===== src/rtl/slide_pkg.sv =====
package slide_pkg;
  typedef enum logic [1:0] {
    RES_NONE = 2'd0,
    RES_OK   = 2'd1,
    RES_LOW  = 2'd2
  } res_kind_e;
endpackage


===== src/rtl/offset_counter.sv =====
module offset_counter #(
  parameter int OFS_W = 8
) (
  input  logic             clk,
  input  logic             rst_n,
  input  logic             step,
  input  logic             capture,
  output logic [OFS_W-1:0] cnt_q,
  output logic [OFS_W-1:0] held_q
);
  logic [OFS_W-1:0] cnt_d;
  logic [OFS_W-1:0] held_d;

  // step after a completed conversion; a start in the same cycle takes the stepped code
  always_comb begin
    cnt_d  = cnt_q;
    held_d = held_q;
    if (step)    cnt_d  = cnt_q + {{(OFS_W-1){1'b0}}, 1'b1};
    if (capture) held_d = cnt_d;
  end

  always_ff @(posedge clk or negedge rst_n) begin
    if (!rst_n) begin
      cnt_q  <= '0;
      held_q <= '0;
    end else begin
      if (step)    cnt_q  <= cnt_d;
      if (capture) held_q <= held_d;
    end
  end
endmodule


===== src/rtl/channel_subtract.sv =====
module channel_subtract
  import slide_pkg::*;
#(
  parameter int RAW_W = 13,
  parameter int OFS_W = 8
) (
  input  logic             clk,
  input  logic             rst_n,
  input  logic             raw_valid,
  input  logic [RAW_W-1:0] raw_code,
  input  logic [OFS_W-1:0] offset,
  output logic [RAW_W-1:0] chan_q,
  output logic             valid_q,
  output logic             oor_q
);
  localparam int PAD_W = RAW_W - OFS_W;

  logic [RAW_W:0]   diff;
  logic [RAW_W-1:0] chan_d;
  res_kind_e        kind;

  always_comb begin
    diff   = {1'b0, raw_code} - {1'b0, {PAD_W{1'b0}}, offset};
    chan_d = diff[RAW_W-1:0];
    if (!raw_valid)      kind = RES_NONE;
    else if (diff[RAW_W]) kind = RES_LOW;
    else                 kind = RES_OK;
  end

  always_ff @(posedge clk or negedge rst_n) begin
    if (!rst_n) begin
      valid_q <= 1'b0;
      oor_q   <= 1'b0;
    end else begin
      valid_q <= (kind == RES_OK);
      oor_q   <= (kind == RES_LOW);
    end
  end

  always_ff @(posedge clk or negedge rst_n) begin
    if (!rst_n)              chan_q <= '0;
    else if (kind == RES_OK) chan_q <= chan_d;
  end
endmodule


===== src/rtl/slide_corrector.sv =====
module slide_corrector #(
  parameter int RAW_W = 13,
  parameter int OFS_W = 8
) (
  input  logic             clk,
  input  logic             rst_n,
  input  logic             conv_start,
  input  logic             raw_valid,
  input  logic [RAW_W-1:0] raw_code,
  output logic [OFS_W-1:0] dac_code,
  output logic [RAW_W-1:0] chan_out,
  output logic             chan_valid,
  output logic             chan_oor
);
  logic [OFS_W-1:0] held_ofs;

  offset_counter #(.OFS_W(OFS_W)) u_cnt (
    .clk    (clk),
    .rst_n  (rst_n),
    .step   (raw_valid),
    .capture(conv_start),
    .cnt_q  (dac_code),
    .held_q (held_ofs)
  );

  channel_subtract #(.RAW_W(RAW_W), .OFS_W(OFS_W)) u_sub (
    .clk      (clk),
    .rst_n    (rst_n),
    .raw_valid(raw_valid),
    .raw_code (raw_code),
    .offset   (held_ofs),
    .chan_q   (chan_out),
    .valid_q  (chan_valid),
    .oor_q    (chan_oor)
  );
endmodule


===== config.mk =====
export PLATFORM = sky130hd
export DESIGN_NAME = slide_corrector
export DESIGN_NICKNAME = d
export VERILOG_FILES = /design/src/rtl/slide_pkg.sv /design/src/rtl/offset_counter.sv /design/src/rtl/channel_subtract.sv /design/src/rtl/slide_corrector.sv
export SDC_FILE = /design/constraint.sdc
export NUM_CORES = 1
export LEC_CHECK = 0
export ABC_CLOCK_PERIOD_IN_PS = 2300
export BUFFER_PORTS_ARGS = -buffer_cell sky130_fd_sc_hd__buf_4
export CORE_MARGIN = 2
export CORE_UTILIZATION = 48
export CTS_CLUSTER_SIZE = 25
export DETAILED_ROUTE_END_ITERATION = 10
export PLACE_DENSITY = 0.75
export SKIP_CTS_REPAIR_TIMING = 1
export SYNTH_ARGS = -nofsm -noshare
export SYNTH_HDL_FRONTEND = slang
export SYNTH_HIERARCHICAL = 1
export SYNTH_SLANG_ARGS = --single-unit

===== constraint.sdc =====
create_clock -name clk -period 2.3 [get_ports clk]
set_input_delay 0.345 -clock clk [delete_from_list [all_inputs] [get_ports clk]]
set_output_delay 0.345 -clock clk [all_outputs]
set_load 0.02 [all_outputs]

Word level (Yosys, flattened, before mapping)
Index checks and enable logic that the tools add are counted.
{"block": "classes", "n_addsub": 2, "eq_ne": 2, "n_mux": 3}
{"op": "13-bit by 8-bit subtractor with 14-bit output", "count": 1}
{"op": "8-bit by 1-bit adder with 8-bit output (second input constant)", "count": 1}
{"op": "8-bit two-way mux", "count": 1}
{"op": "2-bit two-way mux", "count": 2}
{"op": "2-bit by 1-bit == test with 1-bit output (second input constant)", "count": 1}
{"op": "2-bit == test (second input constant)", "count": 1}
{"block": "totals", "register_bits": 31, "in_bits": 17, "wordCells": 12}

Longest topological paths before layout
{"block": "depth", "ltp_word": 4, "ltp_mapped": 8, "mapped_depth_nobuf": 8}

Cells and area by module
The synthesis kept the hierarchy.
{"mod": "channel_subtract", "instances": 1, "cells_each": 121, "area_per_inst_um2": 1142.3}
{"mod": "offset_counter", "instances": 1, "cells_each": 55, "area_per_inst_um2": 645.6}

Least setup slack after synthesis
Ideal clock, no wire load.
{"block": "synth_path", "kind": "register to register", "startpoint": "register u_cnt.held_q[0]", "endpoint": "register u_sub.chan_q[10]", "setup_time_ps": 125, "t_arrival_ps": 2042, "required_ps": 2175, "setup_slack_ps": 133, "stages_incl_launch_ff": 8, "n_path_buf": 0, "cell_sequence": "dfrtp_1 -> ha_1 -> fa_1 -> nand2b_1 -> a2111oi_2 -> nor4_1 -> xor2_1 -> mux2_4"}
{"block": "synth_via", "elab_chain_len": 4}
{"element": "start: declaration", "line_no": "offset_counter.sv:9", "rtl": "output logic [OFS_W-1:0] held_q"}
{"element": "start signal: assignment", "line_no": "offset_counter.sv:28", "rtl": "if (capture) held_q <= held_d;"}
{"element": "13-bit by 8-bit subtractor with 14-bit output (*)", "line_no": "channel_subtract.sv:23", "rtl": "diff = {1'b0, raw_code} - {1'b0, {PAD_W{1'b0}}, offset};"}
{"element": "2-bit two-way mux", "line_no": "channel_subtract.sv:26", "rtl": "else if (diff[RAW_W]) kind = RES_LOW;"}
{"element": "2-bit two-way mux", "line_no": "channel_subtract.sv:25", "rtl": "if (!raw_valid) kind = RES_NONE;"}
{"element": "2-bit by 1-bit == test with 1-bit output", "line_no": "channel_subtract.sv:42", "rtl": "else if (kind == RES_OK) chan_q <= chan_d;"}
{"element": "end signal: assignment", "line_no": "channel_subtract.sv:42"}
{"element": "end: declaration", "line_no": "channel_subtract.sv:12", "rtl": "output logic [RAW_W-1:0] chan_q,"}
Every way passes the cells marked *; elsewhere a longest branch is shown, timed or not.
A chain may end at the register's enable or synchronous reset.

Worst setup path in the final report
Same ends and word-level chain as after synthesis.

==> impl_results.html <==
<table>
<tr><th>Metric</th><th>Value</th></tr>
<tr><th colspan="2">Outcome</th></tr>
<tr><td>Outcome</td><td>finished with violations</td></tr>
<tr><td>Failing checks</td><td>negative hold slack</td></tr>
<tr><th colspan="2">Floorplan</th></tr>
<tr><td>Die footprint</td><td>between 4000 and 5000 µm²</td></tr>
<tr><td>Initial Util</td><td>49.2%</td></tr>
<tr><td>Die W</td><td>65.0 µm</td></tr>
<tr><td>Placeable core region</td><td>around 3600 µm²</td></tr>
<tr><td>Row cnt</td><td>22</td></tr>
<tr><td>Top-Level Pins</td><td>40</td></tr>
<tr><td>Die outline height</td><td>between 60 and 70 µm</td></tr>
<tr><th colspan="2">STA</th></tr>
<tr><td>Post-route setup TNS</td><td>0 ns</td></tr>
<tr><td>Count of pins over their slew limit</td><td>0</td></tr>
<tr><td>Worst clock skew on the final layout</td><td>between 0.004 and 0.005 ns</td></tr>
<tr><td>RSZ-0062 raised after global routing</td><td>false</td></tr>
<tr><td>Achievable Freq</td><td>0.465 GHz</td></tr>
<tr><td>Share of the cycle needed by the critical path after routing</td><td>approximately 93%</td></tr>
<tr><td>Minimum setup slack in the final design</td><td>0.150 ns</td></tr>
<tr><td>Final setup violating endpoints</td><td>0</td></tr>
<tr><td>Slew at the pin with the worst max-slew slack</td><td>0.443 ns</td></tr>
<tr><td>Max-slew headroom at the worst pin</td><td>between 70 and 80%</td></tr>
<tr><td>Worst hold slack</td><td>-0.0135 ns</td></tr>
<tr><td>Number of hold violations in the final report</td><td>31</td></tr>
<tr><td>Clock period minus worst slack</td><td>between 2 and 2.5 ns</td></tr>
<tr><th colspan="2">Synth</th></tr>
<tr><td>Adder-cell area share of the yosys netlist</td><td>between 7 and 8%</td></tr>
<tr><td>Syn Std Cell Area</td><td>between 1500 and 2000 µm²</td></tr>
<tr><td>Number of synthesized flops with an enable pin</td><td>0</td></tr>
<tr><td>Avg Inst Size Synth</td><td>10.2 µm²</td></tr>
<tr><td>Number of standard cells after synthesis</td><td>176</td></tr>
<tr><td>Synthesis Warnings</td><td>6</td></tr>
<tr><td>Part of the Yosys area used for sequential elements</td><td>43.4%</td></tr>
<tr><td>Most common cell in the netlist</td><td>sky130_fd_sc_hd__dfrtp_1</td></tr>
<tr><td>Library cell with the largest summed area after synthesis</td><td>sky130_fd_sc_hd__dfrtp_1</td></tr>
<tr><td>Post-synth cell types</td><td>43</td></tr>
<tr><td>Share of cell area taken by muxes after synthesis</td><td>around 6%</td></tr>
<tr><td>Area contributors post-synth</td><td>sky130_fd_sc_hd__dfrtp_1 (43%), sky130_fd_sc_hd__ha_1 (6.3%), sky130_fd_sc_hd__nor2_1 (3.6%)</td></tr>
<tr><td>Area share of xor/xnor cells in the synthesized design</td><td>about 5.4%</td></tr>
<tr><td>Largest family of logic cells by synthesized area</td><td>simple AND/OR/NAND/NOR gates</td></tr>
<tr><td>Synth cell count leaders</td><td>sky130_fd_sc_hd__dfrtp_1 (31), sky130_fd_sc_hd__nor2_1 (17), sky130_fd_sc_hd__inv_1 (15)</td></tr>
<tr><td>Area fraction in compound gates after synthesis</td><td>between 10% and 20%</td></tr>
<tr><td>Primary flip-flop cell chosen by synthesis mapping</td><td>sky130_fd_sc_hd__dfrtp_1</td></tr>
<tr><td>Synth async-reset ratio</td><td>100%</td></tr>
<tr><td>Post-synthesis sequential element count</td><td>31</td></tr>
<tr><td>Synthesized netlist net count</td><td>about 200</td></tr>
<tr><td>Post-synthesis simple-gate area fraction</td><td>between 10% and 20%</td></tr>
<tr><td>Portion of synthesized cell area occupied by the leading cell type</td><td>43.4%</td></tr>
<tr><th colspan="2">Route</th></tr>
<tr><td>Per-cell via count in the routed design</td><td>5.21</td></tr>
<tr><td>Final Routed Wirelength</td><td>around 3600 µm</td></tr>
<tr><td>Overall via count from detail_route</td><td>about 1400</td></tr>
<tr><td>Remaining antenna violation count after routing</td><td>0</td></tr>
<tr><td>Number of iterations in the first detailed-routing pass</td><td>4</td></tr>
<tr><td>DRT iter0 DRCs</td><td>39</td></tr>
<tr><td>DRC Markers</td><td>0</td></tr>
<tr><td>Routed wirelength normalized by instance count</td><td>~13 µm</td></tr>
<tr><th colspan="2">Power</th></tr>
<tr><td>Comb power frac</td><td>about half</td></tr>
<tr><td>Pint</td><td>around 1.5 mW</td></tr>
<tr><td>Leakage power total</td><td>approximately 1.1 nW</td></tr>
<tr><td>Power density relative to cell area</td><td>1120 nW/µm²</td></tr>
<tr><td>Switching power total</td><td>1.01 mW</td></tr>
<tr><td>VDD IR-drop max</td><td>about 730 µV</td></tr>
<tr><td>Switching share of power</td><td>a little under 40%</td></tr>
<tr><td>Power share of the sequential group</td><td>34.6%</td></tr>
<tr><td>Share of total power in the clock network</td><td>15.8%</td></tr>
<tr><th colspan="2">Placement</th></tr>
<tr><td>Post-place setup slack</td><td>0.00705 ns</td></tr>
<tr><td>Gp weighted congestion</td><td>between 0.8 and 0.9</td></tr>
<tr><td>Count of input and output buffers</td><td>39</td></tr>
<tr><td>Post-detail-place hpwl</td><td>between 2000 and 3000 µm</td></tr>
<tr><th colspan="2">GRT</th></tr>
<tr><td>Total global routing overflow</td><td>0</td></tr>
<tr><td>Pin count of the biggest net entering global routing</td><td>32</td></tr>
<tr><td>Aggregate global-route resource usage</td><td>a little under a fifth</td></tr>
<tr><td>Via count of the first global-routing pass</td><td>approximately 1400</td></tr>
<tr><td>Initial antenna violation count</td><td>0</td></tr>
<tr><td>Wire length of the first global-routing pass</td><td>6010 µm</td></tr>
<tr><th colspan="2">Worst setup path</th></tr>
<tr><td>Arrival time of data at the critical path endpoint</td><td>2.31 ns</td></tr>
<tr><td>Start point of the critical path</td><td>u_cnt/held_q[0]</td></tr>
<tr><td>Number of cell instances on the worst register-to-register path</td><td>7</td></tr>
<tr><td>Register-to-register path setup slack</td><td>0.15 ns</td></tr>
<tr><td>R2R Path Start</td><td>u_cnt/held_q[0]</td></tr>
<tr><td>Critical Setup Path Class</td><td>reg -&gt; reg</td></tr>
<tr><td>Critical Path Sink Type</td><td>flip-flop</td></tr>
<tr><td>CP Launch Type</td><td>flip-flop</td></tr>
<tr><td>Peak fanout along the critical path</td><td>2</td></tr>
<tr><td>Critical path destination</td><td>u_sub/chan_q[10]</td></tr>
<tr><td>R2r endpoint</td><td>u_sub/chan_q[10]</td></tr>
<tr><td>Required time worst endpoint</td><td>approximately 2.5 ns</td></tr>
<tr><th colspan="2">Run</th></tr>
<tr><td>Number of max-capacitance violations reported</td><td>0</td></tr>
<tr><th colspan="2">Finish</th></tr>
<tr><td>Growth of design area from synthesis to finish</td><td>27.8%</td></tr>
<tr><td>Count of antenna diodes in the layout</td><td>0</td></tr>
<tr><td>Total Nets Final</td><td>about 250</td></tr>
<tr><td>Share of cells above drive strength 1</td><td>between 30% and 40%</td></tr>
<tr><th colspan="2">Clocking</th></tr>
<tr><td>Sink count of the clock tree</td><td>31</td></tr>
<tr><td>Clock tree from TritonCTS</td><td>yes</td></tr>
<tr><td>Count of H-tree levels built during CTS</td><td>2</td></tr>
<tr><td>Total CTS buffers</td><td>5</td></tr>
<tr><td>Post-CTS clock slew at the launch and capture registers of the worst setup and hold paths</td><td>0.06 ns</td></tr>
<tr><td>Clock latency of the later-clocked register in the worst-skew pair</td><td>about 0.28 ns</td></tr>
<tr><td>Maximum number of buffers from clock root to sink</td><td>2</td></tr>
<tr><td>Root Buffer</td><td>sky130_fd_sc_hd__clkbuf_8</td></tr>
<tr><th colspan="2">Min path</th></tr>
<tr><td>Class of the tightest hold or removal check</td><td>in -&gt; async</td></tr>
</table>
[power groups by stage]
stage / Clock (mW) / Combinational (mW) / Sequential (mW)
finish: 0.404 / 1.27 / 0.886
global route: 0.439 / 1.39 / 0.910
CTS: 0.413 / 1.24 / 0.890
detailed placement: 0 / 1.24 / 0.897
global placement: 0 / 1.22 / 0.892
floorplan: 0 / 0.655 / 1.04
[cells by family (layout without fill, tap and decap cells)]
group,after synthesis,count (layout)
and+or+nand+nor,60,60
AOI/OAI and AO/OA,39,39
DFF,31,31
buffers and inverters,17,68
xor gates and xnor gates,11,11
adders and majority gates,10,10
muxes,8,8
[how the worst min path moves through the flow]
stage / start / to / slack [ns] / cells after the start
after detailed placement: rst_n / u_sub/chan_q[9] / 0.30 / 1
final: rst_n / u_sub/oor_q / -0.01 / 1
after floorplan: rst_n / u_cnt/cnt_q[0] / 0.05 / 0
after global placement: rst_n / u_sub/chan_q[9] / 0.29 / 1
after CTS: rst_n / u_sub/chan_q[11] / -0.002 / 1
after global routing: rst_n / u_cnt/held_q[4] / 0.02 / 1
[state kept, by name (all words and copies together), names as in the netlist]
signal	count
u_sub/valid_q	1
u_cnt/held_q	8
u_sub/oor_q	1
u_sub/chan_q	13
u_cnt/cnt_q	8
[metal layers]
layer / wire [µm] / global-route usage (%) / part of all wire, %
met5: 0 / 0 / 0
met4: 36 / 5.47 / 1.0
met3: 177 / 5.03 / 5.0
met2: 1690 / 30.9 / 47
met1: 1660 / 23.2 / 47
[through the flow]
step / area, µm² / total power, mW / util, % / hold WS (ns) / instances
2_1_floorplan: 1790 / 1.70 / - / 0.0494 / 176
3_3_place_gp: 2170 / 2.11 / 59.8 / 0.294 / 267
3_5_place_dp: 2170 / 2.13 / 59.8 / 0.301 / 267
4_1_cts: 2260 / 2.54 / 62.1 / -0.00155 / 275
5_1_grt: 2280 / 2.74 / 62.9 / 0.0169 / 275
6_report: 2280 / 2.56 / 62.9 / -0.0135 / 275
[cell usage in the layout (no fill, tap or decap), drive strengths merged, types with 2 or more instances in the layout]
cell | Yosys | routed
a211oi | 3 | 3
a21oi | 5 | 5
a31oi | 3 | 3
buf | 0 | 44
clkbuf | 1 | 7
dfrtp | 31 | 31
ha | 9 | 9
inv | 16 | 16
mux2 | 8 | 8
nand2 | 10 | 10
nand2b | 3 | 3
nand3 | 9 | 9
nand4 | 3 | 3
nor2 | 17 | 17
nor2b | 2 | 2
nor3 | 6 | 6
nor4 | 2 | 2
o2111ai | 2 | 2
o21a | 4 | 4
o21ai | 14 | 14
o31ai | 2 | 2
or3 | 3 | 3
or4 | 2 | 2
xnor2 | 7 | 7
xor2 | 4 | 4
[area by class of cell]
class / instances / area (µm²)
clock buffers: 7 / 76.3
fillers: 338 / 1350
flip-flops and latches: 31 / 776
multi-input cells: 128 / 972
clock inverters: 1 / 5.00
well taps: 48 / 60.1
inverters: 16 / 65.1
repair buffers: 44 / 330
[worst max-delay path, cell delays in order (launching register included)]
cell and delay, ns:
sky130_fd_sc_hd__dfrtp_1 0.39, sky130_fd_sc_hd__ha_1 0.24, sky130_fd_sc_hd__fa_2 0.35, sky130_fd_sc_hd__nand2b_4 0.16, sky130_fd_sc_hd__a2111oi_4 0.40, sky130_fd_sc_hd__nor4_2 0.09
sky130_fd_sc_hd__xor2_1 0.15, sky130_fd_sc_hd__mux2_4 0.26
No activity file was read; power rests on OpenSTA's default activity.
